===== src/rtl/xlat_pkg.sv =====
`timescale 1ns/1ps
package xlat_pkg;
  // Strobes from the control to the entry store
  typedef struct packed {
    logic writeEn;   // install the fill pair into the selected victim
    logic clearAll;  // drop every valid bit
  } xlat_strobe_t;
endpackage


===== src/rtl/xlat_store.sv =====
`timescale 1ns/1ps
module xlat_store
  import xlat_pkg::*;
#(
  parameter int N       = 8,
  parameter int PAGE_W  = 19,
  parameter int FRAME_W = 19
) (
  input  logic               clk,
  input  logic               rstN,
  input  xlat_strobe_t       strobe,
  input  logic [N-1:0]       victimOh,
  input  logic [PAGE_W-1:0]  fillPage,
  input  logic [FRAME_W-1:0] fillFrame,
  input  logic [PAGE_W-1:0]  lookupPage,
  output logic [N-1:0]       validVec,
  output logic               anyMatch,
  output logic [FRAME_W-1:0] matchFrame
);

  logic [N-1:0]              matchVec;
  logic [N-1:0][FRAME_W-1:0] frameVec;

  for (genvar g = 0; g < N; g++) begin : g_entry
    logic               validQ;
    logic [PAGE_W-1:0]  tagQ;
    logic [FRAME_W-1:0] frameQ;

    always_ff @(posedge clk) begin
      if (!rstN) begin
        validQ <= 1'b0;
        tagQ   <= '0;
        frameQ <= '0;
      end else if (strobe.clearAll) begin
        validQ <= 1'b0;
      end else if (strobe.writeEn && victimOh[g]) begin
        validQ <= 1'b1;
        tagQ   <= fillPage;
        frameQ <= fillFrame;
      end
    end

    assign validVec[g] = validQ;
    assign matchVec[g] = validQ && (tagQ == lookupPage);
    assign frameVec[g] = frameQ;
  end

  // Lowest index wins when several entries match
  always_comb begin
    matchFrame = '0;
    for (int i = N - 1; i >= 0; i--) begin
      if (matchVec[i]) matchFrame = frameVec[i];
    end
  end

  assign anyMatch = |matchVec;

endmodule


===== src/rtl/xlat_ctrl.sv =====
`timescale 1ns/1ps
module xlat_ctrl
  import xlat_pkg::*;
#(
  parameter int N = 8
) (
  input  logic         clk,
  input  logic         rstN,
  input  logic         swRefill,
  input  logic         flushAll,
  input  logic         lookupValid,
  input  logic         fillValid,
  input  logic [N-1:0] validVec,
  input  logic         anyMatch,
  output xlat_strobe_t strobe,
  output logic [N-1:0] victimOh,
  output logic         hit,
  output logic         walkReq,
  output logic         missTrap
);

  localparam int IDX_W = (N > 1) ? $clog2(N) : 1;
  localparam logic [IDX_W-1:0] LAST_IDX = IDX_W'(N - 1);

  logic [IDX_W-1:0] rrPtr;
  logic [IDX_W-1:0] freeIdx;
  logic [IDX_W-1:0] pickIdx;
  logic             freeFound;
  logic             missNow;

  // Lowest-indexed empty entry, else the rotating pointer
  always_comb begin
    freeFound = 1'b0;
    freeIdx   = '0;
    for (int i = N - 1; i >= 0; i--) begin
      if (!validVec[i]) begin
        freeFound = 1'b1;
        freeIdx   = IDX_W'(i);
      end
    end
    pickIdx = freeFound ? freeIdx : rrPtr;
  end

  for (genvar g = 0; g < N; g++) begin : g_oh
    assign victimOh[g] = (pickIdx == IDX_W'(g));
  end

  assign strobe.clearAll = flushAll;
  assign strobe.writeEn  = fillValid && !flushAll;

  always_ff @(posedge clk) begin
    if (!rstN) begin
      rrPtr <= '0;
    end else if (strobe.writeEn) begin
      rrPtr <= (rrPtr == LAST_IDX) ? '0 : rrPtr + 1'b1;
    end
  end

  assign hit      = lookupValid && anyMatch && !flushAll;
  assign missNow  = lookupValid && !hit;
  assign walkReq  = missNow && !swRefill;
  assign missTrap = missNow && swRefill;

endmodule


===== src/rtl/xlat_buffer.sv =====
`timescale 1ns/1ps
module xlat_buffer
  import xlat_pkg::*;
#(
  parameter int N       = 8,
  parameter int PAGE_W  = 19,
  parameter int FRAME_W = 19
) (
  input  logic               clk,
  input  logic               rstN,
  input  logic               swRefill,
  input  logic               flushAll,
  input  logic               lookupValid,
  input  logic [PAGE_W-1:0]  lookupPage,
  output logic               hit,
  output logic [FRAME_W-1:0] hitFrame,
  output logic               walkReq,
  output logic               missTrap,
  input  logic               fillValid,
  input  logic [PAGE_W-1:0]  fillPage,
  input  logic [FRAME_W-1:0] fillFrame
);

  xlat_strobe_t       strobe;
  logic [N-1:0]       victimOh;
  logic [N-1:0]       validVec;
  logic               anyMatch;
  logic [FRAME_W-1:0] matchFrame;

  xlat_ctrl #(.N(N)) u_ctrl (
    .clk        (clk),
    .rstN       (rstN),
    .swRefill   (swRefill),
    .flushAll   (flushAll),
    .lookupValid(lookupValid),
    .fillValid  (fillValid),
    .validVec   (validVec),
    .anyMatch   (anyMatch),
    .strobe     (strobe),
    .victimOh   (victimOh),
    .hit        (hit),
    .walkReq    (walkReq),
    .missTrap   (missTrap)
  );

  xlat_store #(.N(N), .PAGE_W(PAGE_W), .FRAME_W(FRAME_W)) u_store (
    .clk       (clk),
    .rstN      (rstN),
    .strobe    (strobe),
    .victimOh  (victimOh),
    .fillPage  (fillPage),
    .fillFrame (fillFrame),
    .lookupPage(lookupPage),
    .validVec  (validVec),
    .anyMatch  (anyMatch),
    .matchFrame(matchFrame)
  );

  assign hitFrame = hit ? matchFrame : '0;

endmodule


===== config.mk =====
export PLATFORM = sky130hd
export DESIGN_NAME = xlat_buffer
export DESIGN_NICKNAME = d
export VERILOG_FILES = /design/src/rtl/xlat_pkg.sv /design/src/rtl/xlat_store.sv /design/src/rtl/xlat_ctrl.sv /design/src/rtl/xlat_buffer.sv
export SDC_FILE = /design/constraint.sdc
export NUM_CORES = 1
export LEC_CHECK = 0
export BUFFER_PORTS_ARGS = -buffer_cell sky130_fd_sc_hd__buf_2
export CORE_MARGIN = 3
export CORE_UTILIZATION = 50
export CTS_CLUSTER_SIZE = 24
export DETAILED_ROUTE_END_ITERATION = 12
export PLACE_DENSITY = 0.72
export SLEW_MARGIN = 20
export SYNTH_ARGS = -nofsm -noshare
export SYNTH_HDL_FRONTEND = slang
export SYNTH_SLANG_ARGS = --single-unit

===== constraint.sdc =====
create_clock -name clk -period 1.88 [get_ports clk]
set_input_delay 0.094 -clock clk [delete_from_list [all_inputs] [get_ports clk]]
set_output_delay 0.094 -clock clk [all_outputs]
set_load 0.005 [all_outputs]

==> results.md <==
- Fin crit share: 171%
- Final setup viols: 333
- First-pass GRT wire length: 81600 um
- Fin area: 0.0222 mm^2
- Die height: 184 um
- Req. time, crit path: 1.79 ns
- Vias: 14.1k
- Clock Skews: 0.0260 ns
- Multi-input gate area: 0.00983 mm^2
- Syn nets: 1700
- Dominant cells by area after synthesis: dfxtp_1, mux2i_1, nor2b_1
- Avg WL per Cell: 25.6 um
- H-Tree Depth: 2
- M1 GR Usage: 39.3%
- M2 GR Usage: 50.9%
- Post-synth top area cell: dfxtp_1
- PortBufs: 84
- Gr ovfl total: 0
- GRT met3 Usage: 6.02%
- Final worst slack: -1.33 ns
- Leak: 8.92 nW
- Post-DRT Antenna Nets: 0
- Hold Fails Final Rpt: 0
- First-pass detailed-route iteration total: 6
- GRT Total Usage: 31.0%
- Sequential area share after synthesis: 39.7%
- Headroom to the max-slew limit: 57.9%
- Worst Tran Pin Value: 0.630 ns
- Hold Path Sink: u_store.g_entry[0].frameQ[5]$_SDFFE_PN0P_
- TritonCTS clock tree: yes
- Post-synth top flop: dfxtp_1
- Psw: 3.55 mW
- Die W: 184 um
- GR peak layer: met2
- Vias per Instance: 6.10
- Fmax: 311 MHz
- Unrepaired setup endpoints after global routing: true
- Reg clk slew, reported paths: 0.06 ns
- Pin count of the biggest net entering global routing: 65
- Max IR drop VDD: 0.667 mV
- Die Footprint: 0.0340 mm^2
- Combinational cell fraction of total power: 8.4%
- Max Cap Viol: 0
- Type of the worst setup path: reg -> out
- Most frequent cell after synthesis: mux2i_1
- Status: finished with violations
- Final HPWL DP: 31100 um
- R2r setup slk: -0.83 ns
- Post-place instance area: 0.0184 mm^2
- RR Startpoint: u_store.g_entry[2].validQ$_SDFFE_PP0N_
- Failing checks: negative setup slack
- Gpl congestion: 0.899
- Root Buffer: clkbuf_16
- R2R depth: 15
- Pwr Total: 14.7 mW
- HP Start: rstN
- Area Overhead vs Synth: 39.5%
- Slew Limit Fails: 0
- Crit-path max FO: 4
- Vias in the first global route: 13.8k
- Initial Utilization: 51.3%
- Post-synth top cells: mux2i_1, dfxtp_1, nor2b_1
- Routed WL: 59200 um
- Post-Syn Area: 0.0159 mm^2
- Initial drt markers: 1581
- Pint: 11.1 mW
- Core area: 0.0310 mm^2
- Final min period: 3.21 ns
- Post-synth ARST share: 0%
- Share of post-route cells with drive strength above 1: 28.8%
- FF+latch count, synth: 315
- Io pins: 85
- Syn Area/Cell: 9.72 um^2
- Rows: 64
- Mapped Cells: 1635
- Cts bufs inserted: 35
- NumNets Final: 1957
- Synth cell types: 42
- Crit path DAT: 3.12 ns
- Worst hold path class: in -> reg
- # fillers: 1926
- Pwr/cell area: 662 mW/mm^2
- Crit end category: output pin
- Crit start category: flop
- Initial antenna violation count: 1
- Worst-skew pair later-pin latency: 0.53 ns
- Drt drc: 0
- Post-synth EDFFs: 0
- Clk sinks: 315
- Clock power frac: 45.5%
- Seq. cell area: 0.00632 mm^2
- Synth top area share: 39.7%
- Sw Ratio: 24.2%
- WHS Path Cells: 2
- Synth Warn #: 0
- Reg power frac: 46.1%
- RR Endpoint: u_store.g_entry[0].tagQ[2]$_SDFFE_PN0P_
- Clk buf depth: 3
-- final cells by class --
cell class	count	area share [%]
clock inverter	12	0.451
tap	396	2.23
inverter	26	0.440
timing repair buffer	388	19.5
sequential	315	28.5
clock buffer	50	4.47
multi-input combinational	1126	44.3
antenna	1	0.0113
-- sequential cells by signal, indices dropped and copies added (netlist names) --
register,flops
u_store.g_entry.frameQ,152
u_store.g_entry.tagQ,152
u_store.g_entry.validQ,8
u_ctrl.rrPtr,3
-- cell families (layout without fill, tap and decap cells) --
| logic type | count (synthesis) | in the layout | share of synthesized area [%] |
|---|---|---|---|
| buf+inv | 194 | 476 | 5.60 |
| compound gates | 135 | 135 | 6.81 |
| flops | 315 | 315 | 39.7 |
| simple gates | 514 | 514 | 19.1 |
| xor+xnor | 152 | 152 | 8.37 |
| mux | 323 | 323 | 20.3 |
| fa+ha+maj | 2 | 2 | 0.157 |
| other cells | 0 | 1 | 0 |
-- power groups by stage --
stage | registers (mW) | logic (mW) | clock network, mW
final | 6.76 | 1.24 | 6.68
after global routing | 6.76 | 1.28 | 6.95
after CTS | 6.76 | 1.11 | 6.67
after detailed placement | 6.90 | 1.00 | 0
after floorplan | 6.90 | 0.626 | 0
after global placement | 6.90 | 0.998 | 0
-- how the worst max path moves through the flow --
stage	end	start	cells past startpoint	slack (ns)
2_1_floorplan	hitFrame[11]	u_store.g_entry[5].tagQ[8]$_SDFFE_PN0P_	8	-0.15
3_3_place_gp	hitFrame[2]	u_store.g_entry[5].tagQ[17]$_SDFFE_PN0P_	11	-0.88
3_5_place_dp	hitFrame[7]	u_store.g_entry[5].tagQ[17]$_SDFFE_PN0P_	11	-0.89
4_1_cts	hitFrame[2]	u_store.g_entry[2].tagQ[11]$_SDFFE_PN0P_	12	-1.14
5_1_grt	hitFrame[13]	u_store.g_entry[3].tagQ[7]$_SDFFE_PN0P_	11	-1.34
6_report	hitFrame[0]	u_store.g_entry[3].tagQ[18]$_SDFFE_PN0P_	11	-1.33
-- per-stage QoR --
step | util (%) | worst slack [ns] | TNS (ns) | hold slack (ns) | std cells
after floorplan | - | -0.146 | -1.86 | 0.284 | 1635
after global placement | 59.2 | -0.884 | -82.64 | 0.475 | 2122
after detailed placement | 59.2 | -0.887 | -90.37 | 0.486 | 2122
after CTS | 69.4 | -1.14 | -190.48 | 0.0100 | 2292
after global routing | 71.6 | -1.34 | -230.71 | 0.0530 | 2313
final | 71.6 | -1.33 | -213.58 | 0.0335 | 2314
-- placed cells by master (no fill, tap or decap), types with 6 or more instances in the layout --
cell type	n
a221oi_4	7
buf_12	68
buf_8	10
mux2i_1	301
or4_1	13
nand2_1	24
nor2b_1	308
nor4_1	9
a31o_1	19
or4_4	6
clkbuf_8	6
xnor2_2	12
mux2i_4	6
dfxtp_1	302
a221oi_2	12
xor2_1	53
o21ai_0	19
and3_1	19
mux2i_2	16
dlygate4sd3_1	38
nand3_1	34
a21oi_1	21
clkbuf_1	9
o211ai_1	19
nand3_2	6
dfxtp_2	13
nor2_4	6
buf_4	133
buf_2	83
nor2_1	27
clkinv_2	7
a2111oi_4	19
buf_6	30
buf_16	16
nand4_1	29
inv_1	25
clkbuf_16	45
xnor2_1	84
-- metal layers --
layer | wire, um | vias up
met3 | 5350 | 308
met4 | 4310 | 0
met1 | 22800 | 6809
met5 | 0 | -
li1 | - | 6115
met2 | 26700 | 885
-- worst max-delay path: stages (launching register included) --
cell and delay [ns]:
dfxtp_1 0.33, xor2_1 0.18, nor4_1 0.34, buf_4 0.19, nand3_4 0.12, nor3_4 0.34
buf_6 0.20, nor4_4 0.06, buf_4 0.15, buf_12 0.13, a2111oi_4 0.35, buf_2 0.18
-- timing repair --
action | 4_1_cts | 5_1_grt
hold buffers | 38 | 0
cloned | 20 | 11
setup buffers | 51 | 27
gates resized for setup | 136 | 108
endpoints found under the hold margin | 264 | 0
pin swaps | 45 | 29
setup endpoints to repair | 333 | 333
Power figures use the tool's default switching activity.
